--- config.mk ---
export PLATFORM = sky130hd
export DESIGN_NAME = dpx_access_ctrl
export DESIGN_NICKNAME = d
export VERILOG_FILES = /design/src/rtl/dpx_pkg.sv /design/src/rtl/dpx_ctrl_reg.sv /design/src/rtl/dpx_index_pair.sv /design/src/rtl/dpx_reg_bank.sv /design/src/rtl/dpx_access_ctrl.sv
export SDC_FILE = /design/constraint.sdc
export NUM_CORES = 1
export LEC_CHECK = 0
export BUFFER_PORTS_ARGS = -buffer_cell sky130_fd_sc_hd__clkbuf_2
export CORE_MARGIN = 4
export CORE_UTILIZATION = 50
export DETAILED_ROUTE_END_ITERATION = 8
export HOLD_SLACK_MARGIN = 0.1
export PLACE_DENSITY = 0.65
export SLEW_MARGIN = 10
export SYNTH_ARGS = -nofsm -noshare
export SYNTH_HDL_FRONTEND = slang
export SYNTH_SLANG_ARGS = --single-unit
--- constraint.sdc ---
create_clock -name clk -period 4 [get_ports clk]
set_input_delay 0.8 -clock clk [delete_from_list [all_inputs] [get_ports clk]]
set_output_delay 0.8 -clock clk [all_outputs]
set_load 0.02 [all_outputs]
--- src/rtl/dpx_pkg.sv ---
package dpx_pkg;
  localparam int ADDR_W = 3;

  localparam logic [ADDR_W-1:0] PORT_CTRL  = 3'd0;
  localparam logic [ADDR_W-1:0] PORT_GIDX  = 3'd1;
  localparam logic [ADDR_W-1:0] PORT_GDATA = 3'd2;
  localparam logic [ADDR_W-1:0] PORT_SIDX  = 3'd3;
  localparam logic [ADDR_W-1:0] PORT_SDATA = 3'd4;
  localparam logic [ADDR_W-1:0] PORT_SCR   = 3'd5;

  localparam int CTL_W = 5;

  typedef struct packed {
    logic       idx_wen;   // bit 4
    logic       pipe_sel;  // bit 3
    logic       rd_copy;   // bit 2
    logic [1:0] wr_mode;   // bits 1:0
  } pctl_t;

  function automatic logic mode_hits_a(input logic [1:0] m);
    return m != 2'b01;
  endfunction

  function automatic logic mode_hits_b(input logic [1:0] m);
    return m != 2'b00;
  endfunction
endpackage

--- src/rtl/dpx_ctrl_reg.sv ---
module dpx_ctrl_reg
  import dpx_pkg::*;
#(
  parameter int DW = 8
) (
  input  logic          clk,
  input  logic          rst_n,
  input  logic          ctl_we,
  input  logic          scr_we,
  input  logic [DW-1:0] wdata,
  output pctl_t         ctl,
  output logic [DW-1:0] scr
);
  always_ff @(posedge clk or negedge rst_n) begin
    if (!rst_n) begin
      ctl <= '0;
      scr <= '0;
    end else begin
      if (ctl_we) ctl <= pctl_t'(wdata[CTL_W-1:0]);
      if (scr_we) scr <= wdata;
    end
  end

  // scratch changes only through its own write strobe
  a_r11_scr_hold: assert property (@(posedge clk) disable iff (!rst_n)
    !scr_we |=> $stable(scr));

  // control word takes the low write-data bits
  a_r2_ctl_load: assert property (@(posedge clk) disable iff (!rst_n)
    ctl_we |=> ctl == pctl_t'($past(wdata[CTL_W-1:0])));
endmodule

--- src/rtl/dpx_index_pair.sv ---
module dpx_index_pair #(
  parameter int DW = 8
) (
  input  logic          clk,
  input  logic          rst_n,
  input  logic          we_a,
  input  logic          we_b,
  input  logic [DW-1:0] wdata,
  output logic [DW-1:0] idx_a,
  output logic [DW-1:0] idx_b
);
  localparam int NCOPY = 2;

  logic [NCOPY-1:0] we;
  logic [DW-1:0]    idx_q [NCOPY];

  assign we = {we_b, we_a};

  for (genvar c = 0; c < NCOPY; c++) begin : g_copy
    always_ff @(posedge clk or negedge rst_n) begin
      if (!rst_n)     idx_q[c] <= '0;
      else if (we[c]) idx_q[c] <= wdata;
    end
  end

  assign idx_a = idx_q[0];
  assign idx_b = idx_q[1];

  // a dual write leaves both shadows equal
  a_r9_both_equal: assert property (@(posedge clk) disable iff (!rst_n)
    (we_a && we_b) |=> (idx_a == idx_b));
endmodule

--- src/rtl/dpx_reg_bank.sv ---
module dpx_reg_bank #(
  parameter int DEPTH = 16,
  parameter int DW    = 8,
  localparam int AW   = (DEPTH > 1) ? $clog2(DEPTH) : 1
) (
  input  logic          clk,
  input  logic          rst_n,
  input  logic          we,
  input  logic [AW-1:0] waddr,
  input  logic [DW-1:0] wdata,
  input  logic [AW-1:0] raddr,
  output logic [DW-1:0] rdata
);
  logic [DW-1:0] mem [DEPTH];

  always_ff @(posedge clk or negedge rst_n) begin
    if (!rst_n) begin
      for (int i = 0; i < DEPTH; i++) mem[i] <= '0;
    end else if (we && (int'(waddr) < DEPTH)) begin
      mem[waddr] <= wdata;
    end
  end

  always_comb begin
    rdata = '0;
    if (int'(raddr) < DEPTH) rdata = mem[raddr];
  end

  // a write is visible at its address in the next cycle
  a_r6_write_lands: assert property (@(posedge clk) disable iff (!rst_n)
    (we && int'(waddr) < DEPTH) |=> mem[$past(waddr)] == $past(wdata));
endmodule

--- src/rtl/dpx_access_ctrl.sv ---
module dpx_access_ctrl
  import dpx_pkg::*;
#(
  parameter int DW      = 8,
  parameter int NREG    = 16,
  parameter int NSHARED = 8
) (
  input  logic              clk,
  input  logic              rst_n,
  input  logic [ADDR_W-1:0] host_addr,
  input  logic              host_wr,
  input  logic              host_rd,
  input  logic [DW-1:0]     host_wdata,
  output logic [DW-1:0]     host_rdata,
  output logic              host_rvalid
);
  localparam int RA_W   = (NREG > 1) ? $clog2(NREG) : 1;
  localparam int SA_W   = (NSHARED > 1) ? $clog2(NSHARED) : 1;
  localparam int G_LAST = NREG + NSHARED;
  localparam int NCOPY  = 2;

  pctl_t         ctl;
  logic [DW-1:0] scr;
  logic [DW-1:0] gidx_a, gidx_b, sidx_a, sidx_b;

  // port decode
  logic wr_ctl, wr_scr, wr_gidx, wr_gdata, wr_sidx, wr_sdata;
  assign wr_ctl   = host_wr && (host_addr == PORT_CTRL);
  assign wr_scr   = host_wr && (host_addr == PORT_SCR);
  assign wr_gidx  = host_wr && (host_addr == PORT_GIDX);
  assign wr_gdata = host_wr && (host_addr == PORT_GDATA);
  assign wr_sidx  = host_wr && (host_addr == PORT_SIDX);
  assign wr_sdata = host_wr && (host_addr == PORT_SDATA);

  logic hit_a, hit_b;
  assign hit_a = mode_hits_a(ctl.wr_mode);
  assign hit_b = mode_hits_b(ctl.wr_mode);

  dpx_ctrl_reg #(.DW(DW)) u_ctrl (
    .clk(clk), .rst_n(rst_n), .ctl_we(wr_ctl), .scr_we(wr_scr),
    .wdata(host_wdata), .ctl(ctl), .scr(scr)
  );

  // general group index: gated by enable, routed by pipe select
  dpx_index_pair #(.DW(DW)) u_gidx (
    .clk(clk), .rst_n(rst_n),
    .we_a(wr_gidx && ctl.idx_wen && !ctl.pipe_sel),
    .we_b(wr_gidx && ctl.idx_wen &&  ctl.pipe_sel),
    .wdata(host_wdata), .idx_a(gidx_a), .idx_b(gidx_b)
  );

  // special group index: shadows chosen by write mode
  dpx_index_pair #(.DW(DW)) u_sidx (
    .clk(clk), .rst_n(rst_n),
    .we_a(wr_sidx && hit_a), .we_b(wr_sidx && hit_b),
    .wdata(host_wdata), .idx_a(sidx_a), .idx_b(sidx_b)
  );

  // general data path
  logic [DW-1:0] g_ix;
  logic          g_local, g_shared;
  assign g_ix     = ctl.pipe_sel ? gidx_b : gidx_a;
  assign g_local  = int'(g_ix) < NREG;
  assign g_shared = !g_local && (int'(g_ix) < G_LAST);

  logic [SA_W-1:0] sh_addr;
  logic [DW-1:0]   sh_rd;
  assign sh_addr = SA_W'(g_ix - DW'(NREG));

  dpx_reg_bank #(.DEPTH(NSHARED), .DW(DW)) u_shared (
    .clk(clk), .rst_n(rst_n), .we(wr_gdata && g_shared),
    .waddr(sh_addr), .wdata(host_wdata), .raddr(sh_addr), .rdata(sh_rd)
  );

  logic [NCOPY-1:0] copy_hit;
  logic [DW-1:0]    s_ix [NCOPY];
  logic [DW-1:0]    g_rd [NCOPY];
  logic [DW-1:0]    s_rd [NCOPY];
  assign copy_hit = {hit_b, hit_a};
  assign s_ix[0]  = sidx_a;
  assign s_ix[1]  = sidx_b;

  for (genvar c = 0; c < NCOPY; c++) begin : g_pipe
    logic s_ok;
    assign s_ok = int'(s_ix[c]) < NREG;

    dpx_reg_bank #(.DEPTH(NREG), .DW(DW)) u_gen (
      .clk(clk), .rst_n(rst_n), .we(wr_gdata && g_local && copy_hit[c]),
      .waddr(g_ix[RA_W-1:0]), .wdata(host_wdata),
      .raddr(g_ix[RA_W-1:0]), .rdata(g_rd[c])
    );

    dpx_reg_bank #(.DEPTH(NREG), .DW(DW)) u_spec (
      .clk(clk), .rst_n(rst_n), .we(wr_sdata && s_ok && copy_hit[c]),
      .waddr(s_ix[c][RA_W-1:0]), .wdata(host_wdata),
      .raddr(s_ix[c][RA_W-1:0]), .rdata(s_rd[c])
    );
  end

  // read mux
  logic [DW-1:0] rd_mux;
  logic          rsel;
  assign rsel = ctl.rd_copy;

  always_comb begin
    rd_mux = '0;
    unique case (host_addr)
      PORT_CTRL:  rd_mux = DW'(ctl);
      PORT_GIDX:  rd_mux = g_ix;
      PORT_SIDX:  rd_mux = rsel ? sidx_b : sidx_a;
      PORT_SCR:   rd_mux = scr;
      PORT_GDATA: begin
        if (g_local)       rd_mux = g_rd[rsel];
        else if (g_shared) rd_mux = sh_rd;
      end
      PORT_SDATA: begin
        if (int'(s_ix[rsel]) < NREG) rd_mux = s_rd[rsel];
      end
      default:    rd_mux = '0;
    endcase
  end

  always_ff @(posedge clk or negedge rst_n) begin
    if (!rst_n) begin
      host_rdata  <= '0;
      host_rvalid <= 1'b0;
    end else begin
      host_rvalid <= host_rd;
      if (host_rd) host_rdata <= rd_mux;
    end
  end

  // disabled index write leaves both general indices intact
  a_r3_idx_drop: assert property (@(posedge clk) disable iff (!rst_n)
    (wr_gidx && !ctl.idx_wen) |=> ($stable(gidx_a) && $stable(gidx_b)));

  // enabled write with select B touches only pipeline B's index
  a_r4_route_b: assert property (@(posedge clk) disable iff (!rst_n)
    (wr_gidx && ctl.idx_wen && ctl.pipe_sel) |=>
      (gidx_b == $past(host_wdata) && $stable(gidx_a)));

  // enabled write with select A touches only pipeline A's index
  a_r4_route_a: assert property (@(posedge clk) disable iff (!rst_n)
    (wr_gidx && ctl.idx_wen && !ctl.pipe_sel) |=>
      (gidx_a == $past(host_wdata) && $stable(gidx_b)));

  // B-only special index write leaves shadow A alone
  a_r9_spec_b_only: assert property (@(posedge clk) disable iff (!rst_n)
    (wr_sidx && ctl.wr_mode == 2'b01) |=> $stable(sidx_a));

  // one response, one cycle after each read strobe
  a_r12_resp_after_rd: assert property (@(posedge clk) disable iff (!rst_n)
    host_rd |=> host_rvalid);
  a_r12_no_spurious: assert property (@(posedge clk) disable iff (!rst_n)
    !host_rd |=> !host_rvalid);
endmodule

==> results of run 1 <==
==> per-stage QoR <==
step                      worst slack (ns)   util  total power, mW  cells
after floorplan                       1.48      -             9.88   2116
after global placement               0.320  0.529             11.2   2835
after detailed placement             0.312  0.529             11.2   2835
after CTS                            0.442  0.568             17.6   2958
after global routing                 0.107  0.568             18.2   2958
final                                0.331  0.569             17.5   2959
==> metal layers <==
| metal | vias to the layer above | share of wire |
|---|---|---|
| met5 | - | 0.00016 |
| met4 | 2 | 0.044 |
| met3 | 182 | 0.045 |
| met2 | 465 | 0.48 |
| met1 | 9686 | 0.43 |
| li1 | 7839 | - |
==> worst max-delay path by stage <==
stage	from	to	slack, ns
detailed placement	host_addr[1]	host_rdata[6]	0.31
finish	u_ctrl.ctl[3]	host_rdata[6]	0.33
global route	u_ctrl.ctl[3]	host_rdata[6]	0.11
global placement	host_addr[1]	host_rdata[6]	0.32
CTS	u_ctrl.ctl[3]	host_rdata[6]	0.44
floorplan	host_addr[0]	g_pipe[0].u_spec.mem[56]	1.48
==> sequential cells by signal (all words and copies together), names as in the netlist <==
name,count
u_sidx.idx_b,8
u_gidx.idx_a,8
g_pipe.u_spec.mem,256
u_sidx.idx_a,8
u_gidx.idx_b,8
host_rdata,8
u_ctrl.scr,8
u_shared.mem,64
g_pipe.u_gen.mem,256
u_ctrl.ctl,5
host_rvalid,1
==> cells in the final DEF, fill, tap and decap left out, drive strengths merged, types with 6 or more instances in the layout <==
cell type / instances
dfrtp: 630
mux2: 625
nand2: 162
clkbuf: 120
mux4: 104
buf: 94
mux2i: 74
nor2: 70
nand3: 43
a21oi: 31
nand2b: 21
nand4: 20
o21ai: 17
o22ai: 14
nor2b: 13
nor4: 12
nor3: 12
clkinv: 11
inv: 11
a22oi: 10
a211oi: 8
a32oi: 7
o2111ai: 6
==> cell type report <==
class                           instances  area (um^2)  area share
Multi-Input combinational cell       1323        13100       0.397
Tap cell                              765          957      0.0290
Antenna cell                            1         2.50   0.0000757
Inverter                                8         30.0    0.000909
Timing Repair Buffer                  109          908      0.0275
Sequential cell                       630        15800       0.477
Clock inverter                         18          168     0.00507
Clock buffer                          105         2110      0.0637
==> cell families (layout without fill, tap and decap cells) <==
kind of cell           Yosys count  after routing  synth area share
AOI/OAI and AO/OA              135            135            0.0325
buffers and inverters          163            240            0.0245
other                            0              1                 0
DFF                            630            630             0.533
and+or+nand+nor                385            385            0.0679
muxes                          803            803             0.342
==> critical path: cells and delay by family, from the launching register on <==
family                 cells  cell delay [ns]
AND/OR/NAND/NOR            4             1.90
multiplexers               1             0.33
buffers and inverters      1             0.34
flip-flops                 1             0.62
AO/OA/AOI/OAI              1             0.42
==> power breakdown <==
group	leakage [nW]	internal [mW]	switching, mW
registers	8.67	6.89	0.565
clock network	1.12	3.77	2.60
logic	5.62	1.56	2.17
==> out/results.ini, run 1 <==
[clocking]
cts_resized = 0
cts_buffers = 69
cts-hold-fix-buffers = 0
cts_max_level = 3
clk_latency_ns = 0.62
postCtsSetupBuffers = 0
clockBufferDepth = 3
cts_tree = done
cts.clk_slew.worst_paths_ns = 0.06
cts_num_sinks = 630
root_buffer = clkbuf_16

[synth]
avgSynthCellArea_um2 = 14.0
ys_seq_area_frac = 0.533
synth_edf_count = 0
synth_nets = 2131
synth_most_common_cell = dfrtp_1
netlist_area_um2 = 29600
synth_cells = 2116
yosys.area.top_type = dfrtp_1
yosys-top-cells-area = dfrtp_1 53%, mux2_2 24%, mux4_2 7.9%
synth-main-ff-cell = dfrtp_1
synth-seq-cells = 630
synth.distinct_cells = 71
synth_top_area_share = 0.533
ys_warn_count = 0
async_flop_share = 1.00
synth.cells.most_frequent = 630 x dfrtp_1, 625 x mux2_2, 162 x nand2_1

[status]
status = finished, final reports clean

[grt]
grt.met3_usage = 0.0401
grt_use_met1 = 0.333
grt_pass1_wl_mm = 119
busiest_layer = met2
first_global_vias = 19300
grt_usage = 0.243
grt_max_degree = 99
overflow = 0
antenna_found_initial = 2
grt_use_met2 = 0.389

[timing]
rsz0062_at_grt = false
max_freq_mhz = 273
tightest_slew_ns = 1.12
period_share = 0.917
maxSlewViolCount = 0
fin_crit_ns = 3.67
fin_skew_ns = 0.0221
hold_ws_ns = 0.192
setup_tns_ns = 0
setup_viol = 0
timing_hold_violations_final = 0
maxSlewHeadroom = 0.255

[final_layout]
area_growth_pct = 11.7
layout-drive-gt1-share = 0.465
fillCellCount = 4643
design_area_um2 = 33100
finalNetCount = 2156

[setup_path]
worst-path-max-fanout = 17
crit_top_cell = nor4_1
endpoint_kind = flop
crit_slowest_cell = nor4_1
r2r_setup_slack_ns = 0.33
slowest_delay_ns = 0.86
critPathArrivalTime_ns = 4.22
r2r_cells = 7
startpoint_type = flop
crit_type = flop to flop
required_ns = 4.55
regToRegEndpoint = host_rdata[6]
r2r-start = u_ctrl.ctl[3]
critical_path.cell_chain = buf_4 -> mux2i_1 -> nand2_1 -> nor4_1 -> o21ai_0 -> nor4_1 -> or4_1

[detailed_routing]
route.antenna.remaining_nets = 0
drtIter0Drc = 1336
num_vias = 18200
avgRoutedWirePerCell_um = 25.6
viasPerCell = 6.14
drt_first_pass_iters = 5
drc = 0
drt_wl_total_mm = 75.8

[placement]
place_hpwl_mm = 50.0
gp_congestion = 0.881
dpl_cell_area_um2 = 30800
port_buffers = 23

[die]
dieArea_um2 = 63100
die_h_um = 251
core-area_um2 = 58100
start_util = 0.509
rows = 88
fp.dieW_um = 251
ios = 24

[pwr]
cellLeakagePower_nw = 15.4
powerDensity_nw_per_um2 = 531
ir_worst_vdd_mv = 0.381

[flow_run]
drv_cap = 0

[hold_path]
hold_path.class = input pin to asynchronous set/reset pin

No activity file was read; power rests on OpenSTA's default activity.
==> run 2, diff against run 1 <==
--- a/config.mk
+++ b/config.mk
@@ -8,9 +8,10 @@
 export BUFFER_PORTS_ARGS = -buffer_cell sky130_fd_sc_hd__clkbuf_2
 export CORE_MARGIN = 4
 export CORE_UTILIZATION = 50
+export CTS_CLUSTER_DIAMETER = 30
 export DETAILED_ROUTE_END_ITERATION = 8
 export HOLD_SLACK_MARGIN = 0.1
-export PLACE_DENSITY = 0.65
+export PLACE_DENSITY = 0.73
 export SLEW_MARGIN = 10
 export SYNTH_ARGS = -nofsm -noshare
 export SYNTH_HDL_FRONTEND = slang
==> run 2 against run 1 <==
  * Combinational power shrank 1%
  * Sequential share of layout area fell by 2.5 points
  * Setup slack improved by 0.51 ns
  * Die area did not move
  * Core utilization grew 3.1 points
  * Cell area grew 5.4%
  * Worst hold slack better by 0.050 ns
  * Sequential power hardly changed
  * Via count is 3.5% higher
==> out/results.ini, run 2 (synthesis gave the netlist of run 1 again) <==
[die]
die_h_um = 251  ; unchanged
dieArea_um2 = 63100  ; unchanged
ios = 24  ; unchanged
core-area_um2 = 58100  ; unchanged
start_util = 0.509  ; unchanged
rows = 88  ; unchanged
fp.dieW_um = 251  ; unchanged

[placement]
place_hpwl_mm = 47.0  ; -5.9%
dpl_cell_area_um2 = 30600  ; -0.42%
port_buffers = 23  ; unchanged
gp_congestion = 0.878  ; -0.32%

[pwr]
seq_power_share = 0.349  ; -0.076
power.internal_mw = 15.2  ; +25%
powerDensity_nw_per_um2 = 614  ; +16%
p_comb_frac = 0.172  ; -0.040
net-switching-power_mw = 6.18  ; +16%
cellLeakagePower_nw = 16.2  ; +5.3%
switching_share = 0.289  ; -0.0147
p_clk_frac = 0.479  ; +0.116
ir_worst_vdd_mv = 0.418  ; +9.8%

[grt]
first_global_vias = 19800  ; +2.2%
grt_max_degree = 107  ; +8.1%
grt_usage = 0.242  ; -0.000754
grt_use_met2 = 0.377  ; -0.0121
grt.met3_usage = 0.0510  ; +0.0109
antenna_found_initial = 1  ; -1
grt_use_met1 = 0.339  ; +0.00627
busiest_layer = met2
grt_pass1_wl_mm = 120  ; +1.3%
overflow = 0  ; unchanged

[final_layout]
fillCellCount = 4302  ; -7.3%
reg_top3 = g_pipe.u_gen.mem: 256 flops, g_pipe.u_spec.mem: 256 flops, u_shared.mem: 64 flops
finalNetCount = 2187  ; +1.4%
area_growth_pct = 17.8
antenna_cells = 0  ; -1
multi_input_area_um2 = 13100  ; unchanged
layout-drive-gt1-share = 0.486  ; +0.0215
layout_common_cells = 628 x dfrtp_1, 624 x mux2_2, 162 x nand2_1
ff_latch_area_um2 = 15800  ; unchanged
design_area_um2 = 34800  ; +5.4%
final_common_cell = dfrtp_1

[clocking]
cts_num_sinks = 630  ; unchanged
cts_resized = 0  ; unchanged
cts_buffers = 119  ; +72%
cts_tree = done
postCtsSetupBuffers = 0  ; unchanged
cts-hold-fix-buffers = 0  ; unchanged
clk_latency_ns = 0.67  ; +0.05 ns
root_buffer = clkbuf_16
cts_max_level = 3  ; unchanged
cts.clk_slew.worst_paths_ns = 0.05  ; about the same
clockBufferDepth = 3  ; unchanged

[setup_path]
endpoint = host_rdata[3]
critical_path.cell_chain = buf_4 -> mux4_2 -> mux4_2 -> nand2_1 -> nand2_1 -> or4_1
r2r_cells = 6  ; -1
crit_slowest_cell = dfrtp_2
endpoint_kind = flop
setup.worst_path.start = u_sidx.idx_b[0]
r2r_setup_slack_ns = 0.84  ; +0.51 ns
regToRegEndpoint = host_rdata[3]
required_ns = 4.52  ; -0.03 ns
crit_type = flop to flop
startpoint_type = flop
r2r-start = u_sidx.idx_b[0]
slowest_delay_ns = 0.90  ; +0.04 ns
worst-path-max-fanout = 27  ; +10
critPathArrivalTime_ns = 3.68  ; -0.54 ns

[timing]
maxSlewHeadroom = 0.215  ; -0.0394
period_share = 0.789  ; -0.128
rsz0062_at_grt = false
maxSlewViolCount = 0  ; unchanged
fin_skew_ns = 0.0310  ; +0.00884 ns
setup_viol = 0  ; unchanged
fin_crit_ns = 3.16  ; -0.512 ns
timing_hold_violations_final = 0  ; unchanged
setup_tns_ns = 0  ; unchanged
max_freq_mhz = 317  ; +16%
tightest_slew_ns = 1.18  ; +0.0590 ns

[detailed_routing]
drt_first_pass_iters = 5  ; unchanged
route.antenna.remaining_nets = 0  ; unchanged
viasPerCell = 6.18  ; +0.67%
num_vias = 18800  ; +3.5%
avgRoutedWirePerCell_um = 24.8  ; -2.9%
drc = 0  ; unchanged
drt_wl_total_mm = 75.6  ; -0.22%
drtIter0Drc = 1499  ; +12%

[status]
status = finished, final reports clean

[hold_path]
hold_path.class = input pin to asynchronous set/reset pin

[flow_run]
drv_cap = 0  ; unchanged

-- run 2: cell types whose count changed in the layout (fill, tap and decap cells not counted), moves of 6 or more --
cell	before	now
buf_4	75	55
bufinv_16	2	14
clkbuf_16	72	120
clkinv_2	10	22
clkinv_4	0	7
clkinvlp_4	2	20
inv_6	3	9
-- run 2: area by class of cell --
type,instances,share of cell area
Sequential cell,630,0.453
Clock buffer,151,0.0953
Tap cell,765,0.0275
Timing Repair Buffer,90,0.0223
Clock inverter,75,0.0252
Inverter,8,0.000862
Multi-Input combinational cell,1323,0.376
-- run 2: per-stage QoR --
step	worst slack (ns)	hold WS [ns]	utilization	cells	total power, mW
floorplan	1.48	0.470	-	2116	9.88
global placement	0.712	0.482	0.527	2816	11.1
detailed placement	0.623	0.484	0.527	2816	11.2
CTS	0.822	0.259	0.599	3042	21.4
global route	0.623	0.289	0.599	3042	22.1
finish	0.844	0.242	0.599	3042	21.4
-- run 2: per-layer routing --
layer | up-vias | share of wire
li1 | 7965 | -
met1 | 10000 | 0.43
met2 | 659 | 0.47
met3 | 179 | 0.064
met4 | 2 | 0.038
met5 | - | 0.00013
-- run 2: power groups by stage --
stage / Combinational, mW / Clock, mW / Sequential (mW)
2_1_floorplan: 2.66 / 0 / 7.22
3_3_place_gp: 3.55 / 0 / 7.52
3_5_place_dp: 3.62 / 0 / 7.56
4_1_cts: 3.65 / 10.3 / 7.47
5_1_grt: 3.90 / 10.7 / 7.55
6_report: 3.68 / 10.2 / 7.47
-- run 2: worst max-delay path: cells and delay by family (launching register included) --
kind	cells	cell delay [ns]
buffers and inverters	1	0.33
flip-flops	1	0.90
multiplexers	2	1.08
AND/OR/NAND/NOR	3	0.67
-- run 2: worst min-delay path by stage --
stage / to / slack [ns]
2_1_floorplan: u_ctrl.scr[0] / 0.47
3_3_place_gp: g_pipe[1].u_spec.mem[7] / 0.48
3_5_place_dp: u_ctrl.scr[4] / 0.48
4_1_cts: u_shared.mem[48] / 0.26
5_1_grt: u_shared.mem[7] / 0.29
6_report: u_shared.mem[6] / 0.24
